**src/rtl/hwflow_pkg.sv**
```systemverilog
package hwflow_pkg;

    typedef enum logic [1:0] {
        RTS_GPO      = 2'd0,
        RTS_FLOW_ON  = 2'd1,
        RTS_FLOW_OFF = 2'd2
    } rts_state_t;

    typedef enum logic [1:0] {
        TX_READY   = 2'd0,
        TX_SENDING = 2'd1,
        TX_HELD    = 2'd2
    } tx_state_t;

endpackage

```
**src/rtl/hwflow_thresh.sv**
```systemverilog
module hwflow_thresh #(
    parameter int DEPTH = 16,
    parameter int LVL0  = 1,
    parameter int LVL1  = 4,
    parameter int LVL2  = 8,
    parameter int LVL3  = 14,
    localparam int CNT_W = $clog2(DEPTH + 1)
) (
    input  logic [1:0]       trig_sel,
    output logic [CNT_W-1:0] trig_lvl,
    output logic [CNT_W-1:0] stop_lvl,
    output logic [CNT_W-1:0] resume_lvl
);

    // Hysteresis window: stop at the next level up, resume below the next level down.
    always_comb begin
        unique case (trig_sel)
            2'd0: begin
                trig_lvl   = CNT_W'(LVL0);
                stop_lvl   = CNT_W'(LVL1);
                resume_lvl = '0;
            end
            2'd1: begin
                trig_lvl   = CNT_W'(LVL1);
                stop_lvl   = CNT_W'(LVL2);
                resume_lvl = CNT_W'(LVL0 - 1);
            end
            2'd2: begin
                trig_lvl   = CNT_W'(LVL2);
                stop_lvl   = CNT_W'(LVL3);
                resume_lvl = CNT_W'(LVL1 - 1);
            end
            default: begin
                trig_lvl   = CNT_W'(LVL3);
                stop_lvl   = CNT_W'(DEPTH);
                resume_lvl = CNT_W'(LVL2 - 1);
            end
        endcase
    end

endmodule

```
**src/rtl/hwflow_rts_fsm.sv**
```systemverilog
module hwflow_rts_fsm
    import hwflow_pkg::*;
#(
    parameter int CNT_W = 5
) (
    input  logic             clk,
    input  logic             rst_n,
    input  logic             auto_en,
    input  logic             rts_req,
    input  logic [CNT_W-1:0] rx_count,
    input  logic [CNT_W-1:0] trig_lvl,
    input  logic [CNT_W-1:0] stop_lvl,
    input  logic [CNT_W-1:0] resume_lvl,
    output logic             rts_n,
    output logic             rx_irq
);

    rts_state_t state_q, state_d;

    always_comb begin
        state_d = state_q;
        unique case (state_q)
            RTS_GPO: begin
                if (auto_en) state_d = RTS_FLOW_ON;
            end
            RTS_FLOW_ON: begin
                if (!auto_en)                  state_d = RTS_GPO;
                else if (rx_count >= stop_lvl) state_d = RTS_FLOW_OFF;
            end
            RTS_FLOW_OFF: begin
                if (!auto_en)                     state_d = RTS_GPO;
                else if (rx_count <= resume_lvl)  state_d = RTS_FLOW_ON;
            end
            default: state_d = RTS_GPO;
        endcase
    end

    always_ff @(posedge clk or negedge rst_n) begin
        if (!rst_n) state_q <= RTS_GPO;
        else        state_q <= state_d;
    end

    // Pin level: manual bit gates every mode; flow-off forces deassertion.
    always_comb begin
        unique case (state_q)
            RTS_GPO:      rts_n = !rts_req;
            RTS_FLOW_ON:  rts_n = !rts_req;
            RTS_FLOW_OFF: rts_n = 1'b1;
            default:      rts_n = 1'b1;
        endcase
    end

    always_ff @(posedge clk or negedge rst_n) begin
        if (!rst_n) rx_irq <= 1'b0;
        else        rx_irq <= auto_en && (rx_count >= trig_lvl);
    end

endmodule

```
**src/rtl/hwflow_cts_gate.sv**
```systemverilog
module hwflow_cts_gate
    import hwflow_pkg::*;
#(
    parameter int SYNC_STAGES = 2
) (
    input  logic clk,
    input  logic rst_n,
    input  logic auto_en,
    input  logic cts_n,
    input  logic tx_start,
    input  logic tx_done,
    output logic cts_hi,
    output logic tx_allow
);

    // CTS synchronizer; resets to the deasserted level.
    generate
        if (SYNC_STAGES < 2) begin : g_sync1
            logic sync_q;
            always_ff @(posedge clk or negedge rst_n) begin
                if (!rst_n) sync_q <= 1'b1;
                else        sync_q <= cts_n;
            end
            assign cts_hi = sync_q;
        end else begin : g_syncn
            logic [SYNC_STAGES-1:0] sync_q;
            always_ff @(posedge clk or negedge rst_n) begin
                if (!rst_n) sync_q <= '1;
                else        sync_q <= {sync_q[SYNC_STAGES-2:0], cts_n};
            end
            assign cts_hi = sync_q[SYNC_STAGES-1];
        end
    endgenerate

    tx_state_t state_q, state_d;
    logic      hold_now;

    assign hold_now = auto_en && cts_hi;

    always_comb begin
        state_d = state_q;
        unique case (state_q)
            TX_READY: begin
                if (tx_start)      state_d = TX_SENDING;
                else if (hold_now) state_d = TX_HELD;
            end
            TX_SENDING: begin
                if (tx_done) state_d = hold_now ? TX_HELD : TX_READY;
            end
            TX_HELD: begin
                if (!hold_now) state_d = TX_READY;
            end
            default: state_d = TX_READY;
        endcase
    end

    always_ff @(posedge clk or negedge rst_n) begin
        if (!rst_n) state_q <= TX_READY;
        else        state_q <= state_d;
    end

    // Permission: switching auto-CTS off frees a held transmitter at once.
    always_comb begin
        unique case (state_q)
            TX_READY:   tx_allow = 1'b1;
            TX_SENDING: tx_allow = 1'b0;
            TX_HELD:    tx_allow = !auto_en;
            default:    tx_allow = 1'b0;
        endcase
    end

endmodule

```
**src/rtl/hwflow_ctrl.sv**
```systemverilog
module hwflow_ctrl #(
    parameter int DEPTH       = 16,
    parameter int LVL0        = 1,
    parameter int LVL1        = 4,
    parameter int LVL2        = 8,
    parameter int LVL3        = 14,
    parameter int SYNC_STAGES = 2,
    localparam int CNT_W      = $clog2(DEPTH + 1)
) (
    input  logic             clk,
    input  logic             rst_n,
    input  logic             auto_rts_en,
    input  logic             auto_cts_en,
    input  logic [1:0]       trig_sel,
    input  logic [CNT_W-1:0] rx_count,
    input  logic             rts_req,
    input  logic             cts_n,
    input  logic             tx_start,
    input  logic             tx_done,
    output logic             rts_n,
    output logic             rx_irq,
    output logic             tx_allow
);

    logic [CNT_W-1:0] trig_lvl, stop_lvl, resume_lvl;
    logic             cts_hi;

    hwflow_thresh #(
        .DEPTH(DEPTH), .LVL0(LVL0), .LVL1(LVL1), .LVL2(LVL2), .LVL3(LVL3)
    ) u_thresh (
        .trig_sel   (trig_sel),
        .trig_lvl   (trig_lvl),
        .stop_lvl   (stop_lvl),
        .resume_lvl (resume_lvl)
    );

    hwflow_rts_fsm #(.CNT_W(CNT_W)) u_rts (
        .clk        (clk),
        .rst_n      (rst_n),
        .auto_en    (auto_rts_en),
        .rts_req    (rts_req),
        .rx_count   (rx_count),
        .trig_lvl   (trig_lvl),
        .stop_lvl   (stop_lvl),
        .resume_lvl (resume_lvl),
        .rts_n      (rts_n),
        .rx_irq     (rx_irq)
    );

    hwflow_cts_gate #(.SYNC_STAGES(SYNC_STAGES)) u_cts (
        .clk      (clk),
        .rst_n    (rst_n),
        .auto_en  (auto_cts_en),
        .cts_n    (cts_n),
        .tx_start (tx_start),
        .tx_done  (tx_done),
        .cts_hi   (cts_hi),
        .tx_allow (tx_allow)
    );

endmodule

```
**config.mk**
```make
export PLATFORM = sky130hd
export DESIGN_NAME = hwflow_ctrl
export DESIGN_NICKNAME = d
export VERILOG_FILES = /design/src/rtl/hwflow_pkg.sv /design/src/rtl/hwflow_thresh.sv /design/src/rtl/hwflow_rts_fsm.sv /design/src/rtl/hwflow_cts_gate.sv /design/src/rtl/hwflow_ctrl.sv
export SDC_FILE = /design/constraint.sdc
export NUM_CORES = 1
export LEC_CHECK = 0
export ABC_AREA = 0
export CAP_MARGIN = 20
export CELL_PAD_IN_SITES_DETAIL_PLACEMENT = 1
export CELL_PAD_IN_SITES_GLOBAL_PLACEMENT = 1
export CORE_MARGIN = 3
export CORE_UTILIZATION = 33
export DETAILED_ROUTE_END_ITERATION = 10
export GPL_ROUTABILITY_DRIVEN = 1
export HOLD_SLACK_MARGIN = 0.02
export PLACE_DENSITY_LB_ADDON = 0.15
export SYNTH_ARGS = -nofsm -noshare
export SYNTH_HDL_FRONTEND = slang
export SYNTH_SLANG_ARGS = --single-unit
```
**constraint.sdc**
```tcl
create_clock -name clk -period 1.51 [get_ports clk]
set_clock_uncertainty 0.2 [all_clocks]
set_input_delay 0.151 -clock clk [delete_from_list [all_inputs] [get_ports clk]]
set_output_delay 0.151 -clock clk [all_outputs]
set_load 0.1 [all_outputs]
```
==> metrics.md, run 1 <==
| Metric | Value |
|---|---|
| Die area | 2385 um2 |
| CTS tree | done |
| Worst IR drop on VDD | between 0.0003 and 0.0004 V |
| Area of the mapped netlist | 605.6 um2 |
| Comb pwr share | 0.498 |
| Worst skew pair latency | approximately 260 ps |
| DR WL/cell | roughly 17 um |
| Gr usage total | 0.1830 |
| Clock transition at path regs | 60 ps |
| Postcts setup bufs | 0 |
| WL final | 1970 um |
| Drt drc | 0 |
| Layout cells sized above 1 | 0.4239 |
| N_diodes | 0 |
| Port bufs | 17 |
| Largest fanout on the critical path | 3 |
| Setup TNS | -25.61 ps |
| Switching Fraction | 0.4018 |
| H-tree depth | 1 |
| Final net count | 124 |
| Starting Density | 0.3758 |
| Clk pwr share | 0.218 |
| CP arrival | between 1000 and 1500 ps |
| P_int | 0.5030 mW |
| First-pass GRT wire length | 3077 um |
| Num rows | 14 |
| RSZ-0062 raised after global routing | yes |
| Largest net degree at the start of global routing | 8 |
| Clk sinks | 7 |
| CTS max path bufs | 2 |
| Flops & latches, synth | 7 |
| Routed Antenna Nets | 0 |
| Core box area | 1612 um2 |
| Top post-synthesis cells by area | ha_1 (33%), dfrtp_1 (21%), dfstp_2 (8.7%) |
| Seq pwr share | 0.284 |
| Post-layout util | 0.6762 |
| GRT overflow | 0 |
| Post-Syn Nets | 95 |
| Post-route clock period utilization | 1.010 |
| Failing checks | negative setup slack |
| Final setup vio count | 2 |
| Total I/O pin count | 18 |
| Setup crit end kind | flip-flop |
| Fin. Hold Viols | 0 |
| Post-Syn Instances | 64 |
| Slew Limit Fails | 0 |
| Yosys Warn Count | 0 |
| Chip width | 48.84 um |
| Most frequent cells in the layout | ha_1 (9), clkdlybuf4s50_1 (9), inv_1 (6), ha_4 (6), buf_4 (6) |
| Slowest CP cell | o32ai_2 |
| Vias/cell | 5.250 |
| Post-synthesis average cell area | 9.462 um2 |
| Leak pwr | 0.4730 nW |
| Pwr/cell area | slightly below 800 nW/um2 |
| Worst-path cell chain | buf_12 -> inv_6 -> ha_4 -> or2_4 -> ha_4 -> nand3_2 -> o21ai_2 -> o21ai_2 -> o32ai_2 |
| Tmin final | 1526 ps |
| GP Congestion | 0.7337 |
| DIE HEIGHT | 48.84 um |
| Layout Area Growth over Synthesis | 79.96% |
| TritonCTS Buffers | 3 |
| Sequential area share after synthesis | 0.2934 |
| NetSw | 0.3378 mW |
| Bufs and invs on worst path | 2 |
| Slew HR | 0.7861 |
| Critical path class | input port to flip-flop |
| CP max stage delay | approximately 280 ps |
| Via Count | 609 |
| Starting DRC count in detailed routing | 5 |
| Total of max-cap violations | 0 |
| Worst slew pin tran | ~320 ps |
| Worst Hold Class | input port to flip-flop |
| DRT Pass-1 Iters | 4 |
| Worst setup margin | -15.68 ps |
| Post-DP HPWL | 1337 um |
| Area share of the largest cell type after synthesis | 0.3306 |
| Max Freq | ~660 MHz |
| Crit-path leading delay family | compound AO/OA/AOI/OAI gates |
| Initial antenna violation count | 0 |
| CP startpoint kind | input port |
| Count of cell types in the netlist | 21 |
| Outcome | complete, but fails checks |
| Vias in the first global route | 633 |
| Clock root buffer | clkbuf_4 |
| CP required | ~1500 ps |
| Area leader, netlist | ha_1 |
## sequential cells by signal (all words and copies together), names as in the netlist
signal                count
u_cts.g_syncn.sync_q      2
u_cts.state_q             2
u_rts.state_q             2
u_rts.rx_irq              1
## cell families after synthesis
| kind of cell | after synthesis | share of synthesized area |
|---|---|---|
| simple gates | 16 | 0.1384 |
| buf+inv | 10 | 0.06199 |
| compound gates | 15 | 0.1756 |
| flops | 7 | 0.2934 |
| fa+ha+maj | 16 | 0.3306 |
## cell type report
class	count	area, um2
clock buffer	4	26.28
fill	178	521.8
inverter	10	45.04
multi-input combinational	47	548.0
sequential	7	177.7
tap	24	30.03
timing repair buffer	24	262.8
## through the flow
stage | worst slack [ps] | std cells | hold WS (ps) | total power [mW] | area (um2)
finish | -15.68 | 116 | 107.8 | 0.8408 | 1090
global placement | -790.8 | 111 | 146.5 | 0.5872 | 958.4
CTS | 4.320 | 116 | 107.2 | 0.7933 | 1008
detailed placement | -869.1 | 111 | 151.9 | 0.5990 | 958.4
floorplan | -41.86 | 64 | -344.6 | 0.4430 | 683.2
global route | -60.83 | 116 | 113.7 | 0.8868 | 1090
## metal layers
metal  global-route usage  share of wire  up-vias
met2               0.2851           0.52       23
met4               0.1469          0.029        0
li1                     -              -      285
met5                    0              0        -
met1               0.2038           0.40      293
met3              0.05810          0.048        8
## cells in the mapped netlist
cell type / number
nor3_1: 2
o32ai_1: 1
dfstp_2: 2
a41o_1: 1
a2111oi_2: 1
a211oi_1: 2
ha_1: 16
nand2_1: 1
and3_1: 1
nand3_1: 1
o21ai_0: 5
dfrtp_1: 5
nor2b_1: 2
a21oi_1: 2
a21o_1: 1
nand2b_1: 4
o221ai_1: 1
o22ai_1: 1
inv_1: 10
nor2_1: 4
or2_2: 1
## power groups by stage
stage | registers, mW | logic [mW] | clock network, mW
detailed placement | 0.236 | 0.363 | 0
global placement | 0.235 | 0.352 | 0
global route | 0.239 | 0.448 | 0.200
CTS | 0.234 | 0.374 | 0.185
finish | 0.238 | 0.419 | 0.183
floorplan | 0.250 | 0.193 | 0
## final timing paths
path,startpoint,to,slack [ps],cells after the start
min reg2reg,u_cts.g_syncn.sync_q[0],u_cts.g_syncn.sync_q[1],160,0
max reg2reg,u_rts.state_q[0],u_rts.state_q[1],290,3
max in group asynchronous,rst_n,u_cts.g_syncn.sync_q[0],320,2
min,cts_n,u_cts.g_syncn.sync_q[0],110,1
max,trig_sel[0],u_rts.state_q[0],-20,9
min in group asynchronous,rst_n,u_rts.rx_irq,490,2
## repair_timing
| item | CTS | global route |
|---|---|---|
| gates resized for setup | 20 | 14 |
| setup endpoints to repair | 3 | 3 |
| pin swaps | 4 | 6 |
| hold endpoints to repair | 5 | 0 |
| hold buffers | 1 | 0 |
## worst register-to-register path: stages, from the launching register on
cell	delay, ps
dfrtp_1	440
o21ai_1	180
a211oi_2	70
a41o_1	220
No activity file was read; power rests on OpenSTA's default activity.
==> run 2, diff against run 1 <==
CORE_UTILIZATION = 36   (was 33)
SYNTH_HIERARCHICAL = 1   (was not set)
==> metrics.md, run 2 <==
| Metric | Value |
|---|---|
| GP Congestion | 0.7667 |
| GRT overflow | 0 |
| Initial antenna violation count | 0 |
| Worst IR drop on VDD | 0.0005041 V |
| Clock transition at path regs | 60 ps |
| Largest fanout on the critical path | 3 |
| Post-DP HPWL | 1604 um |
| CTS max path bufs | 2 |
| Total I/O pin count | 18 |
| CTS tree | done |
| Flops & latches, synth | 7 |
| Clock root buffer | clkbuf_4 |
| Chip width | about 53 um |
| Post-Syn Instances | roughly 90 |
| Total of max-cap violations | 0 |
| Worst setup path end | u_rts/state_q[1] |
| Commonest cells post-synth | ha_1 (19), inv_1 (17), buf_4 (8) |
| Most used cell, CP | ha_4 |
| Die area | between 2000 and 3000 um2 |
| Asr flop ratio synth | 1.000 |
| CP arrival | 1680 ps |
| First-pass GRT wire length | 3277 um |
| Count of cell types in the netlist | 26 |
| Sequential area share after synthesis | 0.2265 |
| Number of synthesized flops with an enable pin | 0 |
| Largest regs | u_cts/g_syncn.sync_q x2, u_cts/state_q x2, u_rts/state_q x2 |
| Post-synthesis average cell area | roughly 9 um2 |
| Port bufs | 17 |
| Post-route design area | between 1000 and 1500 um2 |
| Top FF cell, synth | dfrtp_1 |
| Final Power | 0.8721 mW |
| Layout Area Growth over Synthesis | 64.11% |
| Post-Synth Simple-Gate Area | 0.1196 |
| WHS | 98.60 ps |
| Flop2flop setup slack | 220 ps |
| Final net count | roughly 160 |
| N_diodes | 0 |
| Post-synthesis xor/xnor area fraction | 0 |
| Hold depth | 1 |
| Post-synthesis adder-cell area fraction | 0.3030 |
| Worst Hold Class | input port to flip-flop |
| R2r startpoint | u_rts/state_q[0] |
| CP required | 1510 ps |
| Post-route clock period utilization | 1.116 |
| H-tree depth | 1 |
| Cells on worst reg2reg path | 4 |
| Worst skew pair latency | between 200 and 300 ps |
| Drt drc | 0 |
| Most common cell after layout, fill and taps aside | buf_4 |
| Core box area | 2022 um2 |
| Setup crit end kind | flip-flop |
| Critical path class | input port to flip-flop |
| Slowest CP cell | or2_4 |
| Area of the mapped netlist | ~780 um2 |
| Outcome | complete, but fails checks |
| Top post-synthesis cells by area | ha_1 (30%), dfrtp_1 (16%), inv_1 (8.1%) |
| Final setup vio count | 2 |
| Complex-gate fraction of the synthesized area | 0.1882 |
| DIE HEIGHT | 52.68 um |
| Failing checks | negative setup slack |
| Leak pwr | 0.6454 nW |
| RSZ-0062 raised after global routing | yes |
| Tmin final | 1685 ps |
| Most frequent cells in the layout | buf_4 (17), inv_1 (13), ha_1 (11), ha_4 (8), clkdlybuf4s50_1 (7) |
| Critical path launch point | trig_sel[0] |
| CP startpoint kind | input port |
| Layout cells sized above 1 | 0.3934 |
| DR WL/cell | 15.16 um |
| Starting Density | 0.3880 |
| Routed Antenna Nets | 0 |
| Starting DRC count in detailed routing | 5 |
| Yosys Warn Count | 6 |
| Vias/cell | 4.785 |
| Post-layout util | 0.6368 |
| Worst setup margin | -174.9 ps |
| Area share of the largest cell type after synthesis | 0.3030 |
| Max Freq | 593.5 MHz |
| DRT Pass-1 Iters | 4 |
| Mux contribution to synthesized area | 0 |
| Gr usage total | 0.1616 |
| R2r endpoint | u_rts/state_q[1] |
| Most common cell in the netlist | ha_1 |
| Post-DP Area | 1109 um2 |
| Via Count | about 710 |
| Worst-path cell chain | buf_12 -> inv_12 -> ha_4 -> or2_4 -> inv_2 -> ha_4 -> nand4_1 -> o21ba_4 -> a211oi_2 -> o211a_1 |
| Pwr/cell area | a little under 700 nW/um2 |
| Largest family of logic cells by synthesized area | adder cells |
| Vias in the first global route | 760 |
| WL final | 2259 um |
| Area leader, netlist | ha_1 |
| Largest net degree at the start of global routing | 8 |
| Slew Limit Fails | 0 |
| Clk sinks | 7 |
| TritonCTS Buffers | 3 |
| CP max stage delay | 260 ps |
| Num rows | 16 |
| Fin. Hold Viols | 0 |
==> run 2: cell count changes after synthesis, sizes merged, moves of 2 or more <==
| cell | delta |
|---|---|
| o21ba | +2 |
| nor2 | -2 |
| inv | +7 |
| ha | +3 |
| nor3 | -2 |
| a21oi | +2 |
| buf | +8 |
| nand2 | +3 |
==> run 2: worst max-delay path: cells and delay by family <==
kind	cells	cell delay (ps)
compound gates	3	660
simple gates	2	400
fa+ha+maj	2	260
buf+inv	3	200
==> run 2: layer usage <==
layer / wire (um) / GRT usage / vias up
met2: 1299 / 0.2996 / 13
met3: 58 / 0.01994 / 2
met1: 881 / 0.1815 / 342
met4: 19 / 0.06809 / 0
met5: 0 / 0 / -
li1: - / - / 356
==> run 2: worst min-delay path by stage <==
stage | from | to | slack (ps)
after floorplan | rst_n | u_cts/state_q[0] | -340
after global placement | u_cts/g_syncn.sync_q[0] | u_cts/g_syncn.sync_q[1] | 150
after detailed placement | u_cts/g_syncn.sync_q[0] | u_cts/g_syncn.sync_q[1] | 150
after CTS | cts_n | u_cts/g_syncn.sync_q[0] | 90
after global routing | cts_n | u_cts/g_syncn.sync_q[0] | 100
final | cts_n | u_cts/g_syncn.sync_q[0] | 100
==> run 2: cell type report <==
type                       instances  area [um2]
sequential                         7       177.7
fill                             219       734.5
inverter                          17       76.32
clock inverter                     1       5.005
clock buffer                       3       22.52
multi-input combinational         59       618.1
tap                               27       33.78
timing repair buffer              35       354.1
==> run 2: cells by family (layout without fill, tap and decap cells) <==
kind of cell	Yosys count	count (layout)
buffers and inverters	25	56
adder cells (fa/ha/maj)	19	19
AO/OA/AOI/OAI	19	19
AND/OR/NAND/NOR	17	17
flip-flops	7	7
other	1	4
==> run 2: per-stage QoR <==
step                TNS [ps]  instances  worst slack, ps
floorplan             -518.0         91           -259.4
global placement       -2528        140           -925.7
detailed placement     -2689        140            -1007
CTS                   -378.4        147           -208.7
global route          -352.5        149           -248.6
finish                -213.7        149           -174.9
==> run 2: report_power, final <==
part | internal, mW | switching, mW | leakage, nW
clock network | 0.0975 | 0.0829 | 0.0177
logic | 0.216 | 0.239 | 0.543
registers | 0.212 | 0.0240 | 0.0848
==> run 2: repair_timing <==
item,in CTS,in global routing
hold buffers,1,0
buffers inserted,2,3
hold endpoints to repair,5,0
gates resized for setup,21,15
pin swaps,10,13
setup endpoints to repair,3,3
